File: src/rtl/ssa_pkg.sv
package ssa_pkg;

  typedef enum logic [1:0] {
    SH_LSL = 2'd0,
    SH_LSR = 2'd1,
    SH_ASR = 2'd2,
    SH_ROL = 2'd3
  } shift_mode_e;

  // True when a pipeline register follows shift level `lvl`, spreading
  // `lat` registers evenly over `levels` shift levels (last always cut).
  function automatic bit level_cut(int lvl, int lat, int levels);
    return (((lvl + 1) * lat) / levels) > ((lvl * lat) / levels);
  endfunction

endpackage

File: src/rtl/ssa_slot_ring.sv
module ssa_slot_ring #(
  parameter int N = 8
) (
  input  logic         clk,
  input  logic         rst_n,
  output logic [N-1:0] slot_o
);

  logic [N-1:0] tok_q;
  logic [N-1:0] tok_d;
  logic         tok_en;

  always_comb begin
    tok_en = 1'b1;
    tok_d  = {tok_q[N-2:0], tok_q[N-1]};
  end

  always_ff @(posedge clk or negedge rst_n) begin
    if (!rst_n)      tok_q <= N'(1);
    else if (tok_en) tok_q <= tok_d;
  end

  assign slot_o = tok_q;

endmodule

File: src/rtl/ssa_operand_mux.sv
module ssa_operand_mux #(
  parameter int N  = 8,
  parameter int W  = 16,
  parameter int AW = 4,
  localparam int TW = (N > 1) ? $clog2(N) : 1
) (
  input  logic [N-1:0]    grant_i,
  input  logic [N*W-1:0]  opnd_i,
  input  logic [N*AW-1:0] amt_i,
  input  logic [N*2-1:0]  mode_i,
  output logic            sel_valid_o,
  output logic [TW-1:0]   sel_tag_o,
  output logic [W-1:0]    sel_data_o,
  output logic [AW-1:0]   sel_amt_o,
  output logic [1:0]      sel_mode_o
);

  always_comb begin
    sel_valid_o = |grant_i;
    sel_tag_o   = '0;
    sel_data_o  = '0;
    sel_amt_o   = '0;
    sel_mode_o  = '0;
    for (int i = 0; i < N; i++) begin
      if (grant_i[i]) begin
        sel_tag_o  = sel_tag_o  | TW'(i);
        sel_data_o = sel_data_o | opnd_i[i*W +: W];
        sel_amt_o  = sel_amt_o  | amt_i[i*AW +: AW];
        sel_mode_o = sel_mode_o | mode_i[i*2 +: 2];
      end
    end
  end

endmodule

File: src/rtl/ssa_shift_level.sv
module ssa_shift_level
  import ssa_pkg::*;
#(
  parameter int W     = 16,
  parameter int AW    = 4,
  parameter int TW    = 3,
  parameter int LEVEL = 0,
  parameter bit CUT   = 1'b0
) (
  input  logic          clk,
  input  logic          rst_n,
  input  logic          in_valid,
  input  logic [TW-1:0] in_tag,
  input  logic [1:0]    in_mode,
  input  logic [AW-1:0] in_amt,
  input  logic [W-1:0]  in_data,
  output logic          out_valid,
  output logic [TW-1:0] out_tag,
  output logic [1:0]    out_mode,
  output logic [AW-1:0] out_amt,
  output logic [W-1:0]  out_data
);

  localparam int SH = 1 << LEVEL;

  logic [W-1:0] moved;
  logic [W-1:0] lvl_data;

  always_comb begin
    case (shift_mode_e'(in_mode))
      SH_LSL:  moved = in_data << SH;
      SH_LSR:  moved = in_data >> SH;
      SH_ASR:  moved = W'($signed(in_data) >>> SH);
      default: moved = (in_data << SH) | (in_data >> (W - SH));
    endcase
    lvl_data = in_amt[LEVEL] ? moved : in_data;
  end

  generate
    if (CUT) begin : g_reg
      logic          v_q;
      logic [TW-1:0] t_q;
      logic [1:0]    m_q;
      logic [AW-1:0] a_q;
      logic [W-1:0]  d_q;
      logic          load_en;

      assign load_en = in_valid;

      always_ff @(posedge clk or negedge rst_n) begin
        if (!rst_n) v_q <= 1'b0;
        else        v_q <= in_valid;
      end

      always_ff @(posedge clk) begin
        if (load_en) begin
          t_q <= in_tag;
          m_q <= in_mode;
          a_q <= in_amt;
          d_q <= lvl_data;
        end
      end

      assign out_valid = v_q;
      assign out_tag   = t_q;
      assign out_mode  = m_q;
      assign out_amt   = a_q;
      assign out_data  = d_q;
    end else begin : g_wire
      assign out_valid = in_valid;
      assign out_tag   = in_tag;
      assign out_mode  = in_mode;
      assign out_amt   = in_amt;
      assign out_data  = lvl_data;
    end
  endgenerate

endmodule

File: src/rtl/slot_shifter_arbiter.sv
module slot_shifter_arbiter
  import ssa_pkg::*;
#(
  parameter int N   = 8,
  parameter int W   = 16,
  parameter int AW  = 4,
  parameter int LAT = 1
) (
  input  logic            clk,
  input  logic            rst_n,
  input  logic [N-1:0]    req_i,
  input  logic [N*W-1:0]  opnd_i,
  input  logic [N*AW-1:0] amt_i,
  input  logic [N*2-1:0]  mode_i,
  output logic [N-1:0]    slot_o,
  output logic [N-1:0]    pause_o,
  output logic [N-1:0]    res_valid_o,
  output logic [W-1:0]    res_data_o
);

  localparam int TW = (N > 1) ? $clog2(N) : 1;

  logic [N-1:0]  grant;
  logic          c_valid [0:AW];
  logic [TW-1:0] c_tag   [0:AW];
  logic [1:0]    c_mode  [0:AW];
  logic [AW-1:0] c_amt   [0:AW];
  logic [W-1:0]  c_data  [0:AW];

  ssa_slot_ring #(.N(N)) u_ring (
    .clk    (clk),
    .rst_n  (rst_n),
    .slot_o (slot_o)
  );

  assign grant = req_i & slot_o;

  ssa_operand_mux #(.N(N), .W(W), .AW(AW)) u_mux (
    .grant_i     (grant),
    .opnd_i      (opnd_i),
    .amt_i       (amt_i),
    .mode_i      (mode_i),
    .sel_valid_o (c_valid[0]),
    .sel_tag_o   (c_tag[0]),
    .sel_data_o  (c_data[0]),
    .sel_amt_o   (c_amt[0]),
    .sel_mode_o  (c_mode[0])
  );

  generate
    for (genvar g = 0; g < AW; g++) begin : g_lvl
      ssa_shift_level #(
        .W(W), .AW(AW), .TW(TW), .LEVEL(g),
        .CUT(level_cut(g, LAT, AW))
      ) u_lvl (
        .clk       (clk),
        .rst_n     (rst_n),
        .in_valid  (c_valid[g]),
        .in_tag    (c_tag[g]),
        .in_mode   (c_mode[g]),
        .in_amt    (c_amt[g]),
        .in_data   (c_data[g]),
        .out_valid (c_valid[g+1]),
        .out_tag   (c_tag[g+1]),
        .out_mode  (c_mode[g+1]),
        .out_amt   (c_amt[g+1]),
        .out_data  (c_data[g+1])
      );
    end
  endgenerate

  always_comb begin
    res_valid_o = c_valid[AW] ? (N'(1) << c_tag[AW]) : '0;
    res_data_o  = c_data[AW];
    pause_o     = req_i & ~res_valid_o;
  end

endmodule

File: config.mk
export PLATFORM = sky130hd
export DESIGN_NAME = slot_shifter_arbiter
export DESIGN_NICKNAME = d
export VERILOG_FILES = /design/src/rtl/ssa_pkg.sv /design/src/rtl/ssa_slot_ring.sv /design/src/rtl/ssa_operand_mux.sv /design/src/rtl/ssa_shift_level.sv /design/src/rtl/slot_shifter_arbiter.sv
export SDC_FILE = /design/constraint.sdc
export NUM_CORES = 1
export LEC_CHECK = 0
export ABC_AREA = 1
export ABC_CLOCK_PERIOD_IN_PS = 2600
export CORE_MARGIN = 3
export CORE_UTILIZATION = 40
export CTS_CLUSTER_SIZE = 8
export DETAILED_ROUTE_END_ITERATION = 8
export GPL_TIMING_DRIVEN = 1
export HOLD_SLACK_MARGIN = 0.15
export PLACE_DENSITY = 0.92
export SYNTH_ARGS = -nofsm -noshare
export SYNTH_HDL_FRONTEND = slang
export SYNTH_SLANG_ARGS = --single-unit
File: constraint.sdc
create_clock -name clk -period 2.6 [get_ports clk]
set_input_delay 0.65 -clock clk [delete_from_list [all_inputs] [get_ports clk]]
set_output_delay 0.65 -clock clk [all_outputs]
set_load 0.005 [all_outputs]
==> results of run 1 <==
[cell families after synthesis]
kind of cell           share of synthesized area
AO/OA/AOI/OAI                             0.0374
buffers and inverters                      0.124
flip-flops                                 0.192
AND/OR/NAND/NOR                            0.646
[synth_stat cells]
cell type / n
a21oi_1: 11
inv_1: 38
nor2_1: 56
a21oi_2: 1
o21ai_0: 2
nor4_4: 1
nand4_1: 6
dfrtp_1: 8
buf_2: 8
nand3_1: 163
buf_4: 4
nand2_1: 344
nand3_2: 18
nand4_2: 1
inv_2: 15
or2_1: 2
dfstp_2: 1
buf_6: 21
o21ai_1: 2
nor2_4: 1
or4_1: 1
nand2_4: 2
nor3_4: 1
buf_1: 1
nand2_2: 6
a221o_1: 1
a22o_1: 7
inv_4: 1
edfxtp_1: 19
[layout by cell type (no fill, tap or decap), types with 2 or more instances in the layout]
cell,instances
nand2_1,286
clkdlybuf4s50_1,201
nand3_2,97
nand3_1,79
buf_4,76
nand2_2,56
nor2_1,42
inv_1,36
edfxtp_1,19
dlymetal6s2s_1,16
buf_6,14
nor2_2,10
buf_12,10
inv_2,9
a21oi_1,9
nand2_4,8
dfrtp_1,8
clkbuf_2,8
inv_4,7
a22o_1,7
nor2_4,6
nand4_1,6
nand3_4,5
diode_2,3
a21oi_2,3
clkbuf_8,3
clkinvlp_4,3
nand2_8,2
inv_6,2
o21ai_1,2
or2_1,2
o21ai_2,2
[stage by stage]
stage / utilization / hold slack, ps / setup TNS [ps] / worst slack, ps / cell area [sq um]
floorplan: - / 354 / 0 / 324 / 4140
global placement: 0.701 / 424 / -7450 / -508 / 6950
detailed placement: 0.701 / 422 / -8370 / -588 / 6950
CTS: 0.738 / 453 / -7.73 / -3.33 / 7310
global route: 0.810 / 531 / -1340 / -154 / 8020
finish: 0.810 / 524 / -328 / -101 / 8020
[worst paths after layout]
kind                                            start                                    to
max in group asynchronous                       rst_n            u_ring.slot_o[0]$_DFF_PN1_
setup / recovery                            amt_i[12]  g_lvl[3].u_lvl.out_data[9]$_DFFE_PP_
hold / removal             u_ring.slot_o[5]$_DFF_PN0_            u_ring.slot_o[6]$_DFF_PN0_
min in group asynchronous                       rst_n            u_ring.slot_o[6]$_DFF_PN0_
hold reg to reg            u_ring.slot_o[5]$_DFF_PN0_            u_ring.slot_o[6]$_DFF_PN0_
setup reg to reg           u_ring.slot_o[0]$_DFF_PN1_  g_lvl[3].u_lvl.out_data[5]$_DFFE_PP_
[report_power, final]
part | internal (W) | switching [W] | leakage, nW
Combinational | 0.000248 | 0.0000705 | 3.51
Sequential | 0.000471 | 0 | 0.253
Clock | 0.000106 | 0.000139 | 0.0232
[sequential cells by signal, indices dropped and copies added (netlist names)]
register and cells:
g_lvl.u_lvl.out_valid 1, g_lvl.u_lvl.out_tag 3, u_ring.slot_o 8, g_lvl.u_lvl.out_data 16
[worst max-delay path: cells and delay by family]
family	cells	cell delay [ps]
simple gates	10	1310
buf+inv	4	700
compound gates	1	80
[per-layer routing]
metal	share of wire	GRT usage
met1	0.36	0.378
met2	0.49	0.551
met3	0.087	0.0420
met4	0.069	0.142
met5	0	0
[repair_timing]
item | CTS | global route
setup buffers | 11 | 15
resized for setup | 67 | 183
setup endpoints to repair | 16 | 16
cloned | 4 | 0
pin swaps | 20 | 90
[layout make-up]
class	instances	area share
Multi-Input combinational cell	627	0.445
Timing Repair Buffer	325	0.396
Sequential cell	28	0.0993
Inverter	54	0.0287
Tap cell	133	0.0207
Clock buffer	3	0.00515
Timing Repair inverter	3	0.00281
Antenna cell	3	0.000936
Clock inverter	1	0.000468
==> metrics.txt, run 1 <==
die footprint=11600 sq um; Yosys top cell by area=nand2_1; Routed WL per cell=between 15 and 20 um; crit-path max cell delay=~400 ps; # rows=36; CP max-delay cell=clkdlybuf4s50_1; CP Data Required Time=2640 ps; total power=0.00103 W; CP endpoint kind=register; Final Hold Viols=0; startpoint types=input pin; H-Tree Depth=1; total grt overflow=0; final worst path period need=around 2700 ps; worst-case clock buffer depth=2; GPL Wtd Cong=0.989; Seq cells post-synth=28; share of the synthesized area in the top cell type=0.312; VDD IR max=between 200 and 300 uV; Root Driver=clkbuf_8; Avg Inst Size Synth=5.58 sq um; failing checks=negative setup slack; antenna violations before repair=3; Worst-Margin Slew=around 670 ps; placed cell count=1142; Post-DP HPWL=14.8 mm; Residual DRC=0; Worst Hold Depth=0; CP arrival=2740 ps; TritonCTS clock tree=yes; core area=~9900 sq um; chip height=108 um; period utilisation layout=1.04; status=complete, but fails checks; # fillers=between 500 and 600; Syn Nets=928; Final #Nets=1228; via count=between 6000 and 7000; Cells after Synth=742; Finish-stage setup viols=7; Pleak=3.78 nW; leading post-synthesis cells by cell area=nand2_1, nand3_1, edfxtp_1, buf_6, nor2_1; Reg2Reg Setup Slack=-100 ps; DRT iter0 DRCs=566; share of layout cells above drive strength 1=0.312; Skew-Pair Late Insertion Delay=280 ps; RSZ-0062 raised after global routing=true; Register Area=between 700 and 800 sq um; critical-path cell list=clkdlybuf4s50_1 -> inv_1 -> o21ai_1 -> nor2_1 -> nand2_2 -> inv_4 -> nand3_1 -> nand3_2 -> nand3_2 -> nand2_2 -> nand2_1 -> nand3_2 -> nand2_1 -> nand2_1 -> inv_1; Syn Std Cell Area=4140 sq um; warnings from Yosys=0; pin count of the biggest net entering global routing=21; IO Pins=226; Worst-path clk slew=~100 ps; Port Buffer Count=~230; Cell variety after synth=29; number of global-route vias before repair=around 6100; Die Width=~110 um; pwr/cell area=roughly 130 nW/um^2; GRT Util Overall=0.314; Routed WL=21.6 mm; CP Max Fanout=16; Via-to-Cell Ratio=5.63; total CTS buffers=3; Hold Buf Count CTS=0; clock sink count=28; R2R depth=15; area of the multi-input gates=3570 sq um; Finished Layout Cells=1177; Final ANT Viol Nets=0; Initial DRT Pass Iterations=6; area grow syn2layout=93.6%; Max-Cap Viols=0; clock skew=10.4 ps; fmax=approximately 0.37 GHz; effective utilization at floorplan=0.418; first-pass GRT wire length=a little under 30 mm; worst setup path class=input pin to register; Tightest Hold Check Type=register to register; fin worst setup slack=-101 ps; sequential element share of the synthesized area=0.192; count of pins over their slew limit=0; Slew headroom=0.554
No activity file was read; power rests on OpenSTA's default activity.
==> run 2: changes to the inputs <==
ABC_AREA = not set   (was 1)
GPL_TIMING_DRIVEN = not set   (was 1)
HOLD_SLACK_MARGIN = 0.1   (was 0.15)
PLACE_DENSITY = 0.93   (was 0.92)
==> run 2 against run 1 <==
Effect of this change: the flow now stops in global routing (5_1_grt); synthesized cell count is 28% lower; synthesized area is 2.8% lower.
==> metrics.txt, run 2 <==
warnings from Yosys=0 (unchanged); number of synthesized flops with an enable pin=19 (unchanged); Seq cells post-synth=28 (unchanged); IO Pins=226 (unchanged); Avg Inst Size Synth=7.54 sq um (was 5.58 sq um); Cell variety after synth=72 (was 29); Worst EP kind=register data pin; GRT Util Overall=0.696; worst slack, placed=-1100 ps (was -588 ps); GPL Wtd Cong=1.07 (was 0.989); total grt overflow=30; Syn Std Cell Area=4030 sq um (was 4140 sq um); Port Buffer Count=225 (unchanged); total CTS buffers=3 (unchanged); worst endpoint after global-route timing repair=g_lvl[3].u_lvl.out_data[3]$_DFFE_PP_/D; chip height=106 um (was 108 um); Cells after Synth=534 (was 742); Last stage=global routing (5_1_grt); effective utilization at floorplan=0.424 (was 0.418); # rows=35 (was 36); Root Driver=clkbuf_8 (unchanged); asr flop ratio synth=0.321 (unchanged); worst-case clock buffer depth=2 (unchanged); clock sink count=28 (unchanged); pin count of the biggest net entering global routing=23; share of the synthesized area in the top cell type=0.142 (was 0.312); top cells by count, synth=nand3_1, nand2_1, nor2_1, a22o_1, o21ai_0 (was nand2_1, nand3_1, nor2_1, inv_1, buf_6); area post-placement=7310 sq um (was 6950 sq um); Post-DP HPWL=17.5 mm (was 14.8 mm); Syn Nets=720 (was 928); H-Tree Depth=1 (unchanged); sequential element share of the synthesized area=0.198 (was 0.192); status=aborted with a tool error (was complete, but fails checks); Yosys top cell by area=edfxtp_1 (was nand2_1); Main synth FF type=edfxtp_1 (unchanged); error msg=[ERROR GRT-0232] Routing congestion too high. Check the congestion heatmap in the GUI.; leading post-synthesis cells by cell area=edfxtp_1, nand3_1, a22o_1, nand2_1, dfrtp_1 (was nand2_1, nand3_1, edfxtp_1, buf_6, nor2_1); leading cell type by number of instances after synthesis=nand3_1 (was nand2_1); Die Width=106 um (was 108 um)
run 2: timing repair:
action	CTS
setup buffers	34
cloned	5
setup endpoints to repair	42
hold buffers	0
gates resized for setup	209
pin swaps	72
run 2: metal layers:
metal  overflow  global-route usage
met2         19               0.904
met1          0               0.684
met3          0               0.510
met5          0              0.0143
met4         11               0.717
run 2: cells by family after synthesis:
| family | count (synthesis) | share of synthesized area |
|---|---|---|
| compound gates | 165 | 0.297 |
| mux | 16 | 0.0416 |
| xor+xnor | 2 | 0.00808 |
| buf+inv | 54 | 0.0761 |
| flops | 28 | 0.198 |
| simple gates | 269 | 0.380 |
run 2: stage by stage:
stage / instances / hold slack [ps] / utilization
after floorplan: 534 / 354 / -
after global placement: 965 / 447 / 0.769
after detailed placement: 965 / 463 / 0.769
after CTS: 1007 / 510 / 0.855
==> run 3: changes to the inputs <==
CTS_CLUSTER_SIZE = not set   (was 8)
HOLD_SLACK_MARGIN = not set   (was 0.1)
PLACE_DENSITY = not set   (was 0.93)
PLACE_DENSITY_LB_ADDON = 0.15   (was not set)
==> run 3 against run 2 <==
Effect of this change: the flow now finishes, with violations (negative setup slack); synthesized cell count did not move; synthesized area did not move.
==> metrics.txt, run 3 <==
hold slack=543 ps; IO Pins=226 (unchanged); clock skew=around 3.9 ps; Syn Nets=720 (unchanged); total CTS buffers=3 (unchanged); status=complete, but fails checks (was aborted with a tool error); Reg2Reg Setup Slack=-530 ps; sequential element share of the synthesized area=0.198 (unchanged); fin worst setup slack=-583 ps; Avg Inst Size Synth=7.54 sq um (unchanged); warnings from Yosys=0 (unchanged); fmax=0.314 GHz; Reg2Reg Capture Point=g_lvl[3].u_lvl.out_data[4]$_DFFE_PP_; H-Tree Depth=1 (unchanged); Root Driver=clkbuf_8 (unchanged); Hold Buf Count CTS=0 (unchanged); diode count=0; Via-to-Cell Ratio=7.36; Post-DP HPWL=17.1 mm (was 17.5 mm); Max-Cap Viols=0; CP endpoint kind=register; Residual DRC=0; worst-case clock buffer depth=2 (unchanged); effective utilization at floorplan=0.424 (unchanged); final instance area=8690 sq um; Cell variety after synth=72 (unchanged); worst setup path class=input pin to register; share of layout cells above drive strength 1=0.406; leading post-synthesis cells by cell area=edfxtp_1, nand3_1, a22o_1, nand2_1, dfrtp_1 (unchanged); top cells by count, synth=nand3_1, nand2_1, nor2_1, a22o_1, o21ai_0 (unchanged); startpoint types=input pin; pin count of the biggest net entering global routing=21; number of global-route vias before repair=~7000; # rows=35 (unchanged); Yosys top cell by area=edfxtp_1 (unchanged); worst reg2reg path startpoint=u_ring.slot_o[0]$_DFF_PN1_; Worst-Margin Slew=712 ps; Slew headroom=0.523; Skew-Pair Late Insertion Delay=about 280 ps; total grt overflow=0; final worst path period need=3180 ps; clock sink count=28 (unchanged); share of the synthesized area in the top cell type=0.142 (unchanged); DRT iter0 DRCs=around 1300; die footprint=approximately 11000 sq um; first-pass GRT wire length=37.5 mm; placed cell count=962 (was 965); number of synthesized flops with an enable pin=19 (unchanged); GPL Wtd Cong=0.995 (was 1.07); TritonCTS clock tree=yes; leading cell type by number of instances after synthesis=nand3_1 (unchanged); Initial DRT Pass Iterations=7; CP arrival=3300 ps; failing checks=negative setup slack; pwr/cell area=around 140 nW/um^2; CP Max Fanout=6; Cells after Synth=534 (unchanged); Final ANT Viol Nets=0; Worst Hold Depth=0; Die Width=106 um (unchanged); area post-placement=7280 sq um (was 7310 sq um); Routed WL=29.8 mm; RSZ-0062 raised after global routing=true; area of the multi-input gates=3780 sq um; asr flop ratio synth=0.321 (unchanged); chip height=106 um (unchanged); Worst-path clk slew=110 ps; Final Hold Viols=0; Syn Std Cell Area=4030 sq um (unchanged); hold path endpoint=u_ring.slot_o[5]$_DFF_PN0_; GRT Util Overall=0.419; Tightest Hold Check Type=register to register; count of pins over their slew limit=0; Port Buffer Count=225 (unchanged); Final #Nets=1081; R2R depth=12; CP Data Required Time=2720 ps; Register Area=803 sq um; Pleak=3.48 nW; commonest non-fill, non-tap cell in the layout=clkdlybuf4s50_1; Seq cells post-synth=28 (unchanged); period utilisation layout=1.22; most frequent cells in the layout=clkdlybuf4s50_1, buf_4, nand3_1; hold path start=u_ring.slot_o[4]$_DFF_PN0_; Finish-stage setup viols=16; Routed WL per cell=about 30 um; via count=about 7500; area grow syn2layout=116%; # fillers=374; antenna violations before repair=0; Finished Layout Cells=1023; VDD IR max=165 uV; core area=roughly 9500 sq um; Largest register FFs=16; Main synth FF type=edfxtp_1 (unchanged)
## run 3: cell counts after synthesis
Identical to the previous run, type by type.
## run 3: worst max-delay path by stage
stage / start / endpoint / cells past startpoint
2_1_floorplan: req_i[4] / g_lvl[3].u_lvl.out_data[3]$_DFFE_PP_ / 11
3_3_place_gp: req_i[3] / g_lvl[3].u_lvl.out_data[0]$_DFFE_PP_ / 11
3_5_place_dp: req_i[1] / g_lvl[3].u_lvl.out_data[9]$_DFFE_PP_ / 11
4_1_cts: req_i[6] / g_lvl[3].u_lvl.out_data[3]$_DFFE_PP_ / 12
5_1_grt: amt_i[12] / g_lvl[3].u_lvl.out_data[8]$_DFFE_PP_ / 11
6_report: amt_i[12] / g_lvl[3].u_lvl.out_data[4]$_DFFE_PP_ / 11
## run 3: logic make-up (layout without fill, tap and decap cells)
logic type / after synthesis / in the layout / synth area share
xor+xnor: 2 / 2 / 0.00808
simple gates: 269 / 272 / 0.380
mux: 16 / 16 / 0.0416
compound gates: 165 / 165 / 0.297
flops: 28 / 28 / 0.198
buf+inv: 54 / 411 / 0.0761
## run 3: worst max-delay path, cell delays in order
cell           delay [ps]
dlygate4sd2_1         250
nand3_1               110
nand4_1               250
or2_4                 400
buf_6                 160
bufbuf_16             270
mux2i_2               220
nand2_1               240
a31oi_4               380
o21ai_0               160
o22ai_1               170
## run 3: power breakdown
part	total (W)	leakage [nW]	internal, W	switching, W
Clock	0.000355	0.0357	0.000206	0.000148
Sequential	0.000471	0.245	0.000471	0
Combinational	0.000373	3.20	0.000256	0.000117
Total	0.00120	3.48	0.000934	0.000265
## run 3: per-stage QoR
| step | setup WS (ps) | TNS [ps] | util | total power [W] |
|---|---|---|---|---|
| 2_1_floorplan | -220 | -737 | - | 0.000507 |
| 3_3_place_gp | -925 | -18470 | 0.766 | 0.000837 |
| 3_5_place_dp | -1000 | -19820 | 0.766 | 0.000839 |
| 4_1_cts | -180 | -1150 | 0.867 | 0.00117 |
| 5_1_grt | -571 | -6750 | 0.915 | 0.00122 |
| 6_report | -583 | -6650 | 0.915 | 0.00120 |
## run 3: area by class of cell
class / instances / area share
timing repair buffer: 406 / 0.446
multi-input combinational: 455 / 0.435
sequential: 28 / 0.0924
tap: 129 / 0.0186
clock buffer: 3 / 0.00475
clock inverter: 1 / 0.00345
inverter: 1 / 0.000432
## run 3: what timing repair did
action                                  CTS  global route
resized for setup                       202            94
endpoints found under the setup margin   22            16
gates cloned                              5             1
buffers inserted                         38            19
pin swaps                                65            56
## run 3: layer usage
| layer | global-route usage | vias up | share of wire |
|---|---|---|---|
| met5 | 0 | - | 0 |
| met4 | 0.269 | 0 | 0.12 |
| li1 | - | 2821 | - |
| met3 | 0.0832 | 393 | 0.14 |
| met2 | 0.717 | 970 | 0.43 |
| met1 | 0.474 | 3344 | 0.31 |
==> run 4: changes to the inputs <==
ABC_CLOCK_PERIOD_IN_PS = 3900   (was 2600)
clock period = 3.9 ns   (was 2.6 ns; I/O delays follow)
==> run 4 against run 3 <==
Effect of this change: the flow now finishes without violations; worst hold slack got worse by 11 ps; global-route usage fell by 9.0 points; clock skew fell by 0.70 ps; utilization fell by 20 points; register-to-register slack improved by 1300 ps; clock power fell by 57%; combinational power fell by 36%; total power fell by 41%; sequential share of layout area rose by 2.6 points; die area did not move; via count fell by 25%; critical endpoint is now g_lvl[3].u_lvl.out_data[0]$_DFFE_PP_; largest power group unchanged; highest routed layer unchanged.
==> metrics.txt, run 4 (same netlist as run 3, synthesis figures left out) <==
Port Buffer Count=225 (unchanged); clock skew=3.18 ps (was 3.88 ps); worst setup path class=input pin to register (unchanged); CP Data Required Time=3910 ps (was 2720 ps); share of layout cells above drive strength 1=0.154 (was 0.406); Reg2Reg Setup Slack=760 ps (was -530 ps); VDD IR max=115 uV (was 165 uV); core area=9500 sq um (unchanged); # rows=35 (unchanged); IO Pins=226 (unchanged); Worst-Margin Slew=681 ps (was 712 ps); Initial DRT Pass Iterations=6 (was 7); Final #Nets=968 (was 1081); Routed WL=19.1 mm (was 29.8 mm); total grt overflow=0 (unchanged); clock sink count=28 (unchanged); pin count of the biggest net entering global routing=23 (was 21); RSZ-0062 raised after global routing=false (was true); crit path from=req_i[3] (was amt_i[12]); total CTS buffers=3 (unchanged); Final ANT Viol Nets=0 (unchanged); R2R depth=9 (was 12); startpoint types=input pin (unchanged); commonest non-fill, non-tap cell in the layout=clkdlybuf4s50_1 (unchanged); pwr/cell area=104 nW/um^2 (was 138 nW/um^2); total power=0.000703 W (was 0.00120 W); DRT iter0 DRCs=523 (was 1259); Worst Setup EP=g_lvl[3].u_lvl.out_data[0]$_DFFE_PP_ (was g_lvl[3].u_lvl.out_data[4]$_DFFE_PP_); Final Util=0.710 (was 0.915); GPL Wtd Cong=0.979 (was 0.995); Skew-Pair Late Insertion Delay=270 ps (was 280 ps); via count=5637 (was 7528); Hold Buf Count CTS=0 (unchanged); die footprint=11300 sq um (unchanged); Die Width=106 um (unchanged); effective utilization at floorplan=0.424 (unchanged); worst reg2reg path startpoint=u_ring.slot_o[3]$_DFF_PN0_ (was u_ring.slot_o[0]$_DFF_PN1_); Largest register FFs=16 (unchanged); fmax=0.266 GHz; Routed WL per cell=21.0 um (was 29.1 um); first-pass GRT wire length=29.8 mm (was 37.5 mm); Slew headroom=0.546 (was 0.523); diode count=0 (unchanged); Max-Cap Viols=0 (unchanged); Worst-path clk slew=90 ps (was 110 ps); Pleak=2.56 nW (was 3.48 nW); Tightest Hold Check Type=register to register (unchanged); Post-DP HPWL=15.8 mm (was 17.1 mm); CP endpoint kind=register (unchanged); H-Tree Depth=1 (unchanged); antenna violations before repair=0 (unchanged); final worst path period need=3770 ps; Finish-stage setup viols=0 (was 16); Final Hold Viols=0 (unchanged); status=completed (was complete, but fails checks); Reg2Reg Capture Point=g_lvl[3].u_lvl.out_data[2]$_DFFE_PP_ (was g_lvl[3].u_lvl.out_data[4]$_DFFE_PP_); worst-case clock buffer depth=2 (unchanged); number of global-route vias before repair=5614 (was 6855); TritonCTS clock tree=yes (unchanged); chip height=106 um (unchanged); Post-CTS Setup Bufs=0 (was 38); CP Max Fanout=12 (was 6); CP arrival=3770 ps (was 3300 ps); Root Driver=clkbuf_8 (unchanged); count of pins over their slew limit=0 (unchanged); period utilisation layout=0.965; Residual DRC=0 (unchanged); GRT Util Overall=0.329 (was 0.419); area grow syn2layout=67.6% (was 116%); most frequent cells in the layout=clkdlybuf4s50_1, nand3_1, buf_4 (was clkdlybuf4s50_1, buf_4, nand3_1); Via-to-Cell Ratio=6.19 (was 7.36)
## run 4: changes by cell type in the layout (fill, tap and decap cells not counted), sizes merged
| cell | previous run | this run |
|---|---|---|
| and2 | 11 | 9 |
| dlygate4sd2 | 21 | 0 |
| clkinv | 0 | 1 |
| or2 | 7 | 6 |
| clkdlybuf4s15 | 9 | 0 |
| bufinv | 1 | 0 |
| buf | 188 | 71 |
| clkdlybuf4s50 | 178 | 223 |
| dlymetal6s2s | 6 | 2 |
| bufbuf | 1 | 0 |
| clkbuf | 6 | 3 |
## run 4: metal layers
metal  up-vias  global-route usage  part of all wire
met1      2569               0.400              0.38
met2       424               0.577              0.49
li1       2584                   -                 -
met3        60              0.0510             0.094
met4         0               0.137             0.042
met5         -                   0                 0
## run 4: power by group
group	total (W)	switching (W)	internal, W
logic	0.000238	0.0000595	0.000179
clock network	0.000151	0.0000805	0.0000705
registers	0.000314	0	0.000314
total	0.000703	0.000140	0.000563
## run 4: worst min-delay path by stage
stage	start	to	slack, ps	cells after the start
floorplan	u_ring.slot_o[0]$_DFF_PN1_	u_ring.slot_o[1]$_DFF_PN0_	410	0
global placement	u_ring.slot_o[0]$_DFF_PN1_	u_ring.slot_o[1]$_DFF_PN0_	500	0
detailed placement	u_ring.slot_o[0]$_DFF_PN1_	u_ring.slot_o[1]$_DFF_PN0_	510	0
CTS	u_ring.slot_o[0]$_DFF_PN1_	u_ring.slot_o[1]$_DFF_PN0_	520	0
global route	u_ring.slot_o[0]$_DFF_PN1_	u_ring.slot_o[1]$_DFF_PN0_	540	0
finish	u_ring.slot_o[0]$_DFF_PN1_	u_ring.slot_o[1]$_DFF_PN0_	530	0
## run 4: worst max-delay path: stages
cell and delay (ps):
clkdlybuf4s50_1 550, buf_4 260, and2_2 260, a22oi_1 190, and4_1 290, mux2i_1 90
mux2_2 270, o22ai_1 370, o32ai_1 180, a21oi_1 200, o22ai_1 120
## run 4: layout make-up
type / instances / area, sq um
Multi-Input combinational cell: 452 / 2930
Clock buffer: 3 / 41.3
Timing Repair Buffer: 296 / 2820
Clock inverter: 1 / 3.75
Sequential cell: 28 / 797
Inverter: 1 / 3.75
Fill cell: 771 / 2750
Tap cell: 129 / 161
## run 4: repair_timing
item                       CTS  global route
resized for setup            0             3
setup endpoints to repair    0             5
hold endpoints to repair     0             0
## run 4: through the flow
stage               cell area, sq um  std cells  hold slack (ps)  setup slack [ps]  TNS (ps)
floorplan                       4030        534              412               688         0
global placement                6700        906              503             -99.7      -118
detailed placement              6700        906              511              -109      -524
CTS                             6740        910              524               172         0
global route                    6750        910              543              38.2         0
finish                          6750        910              532               135         0
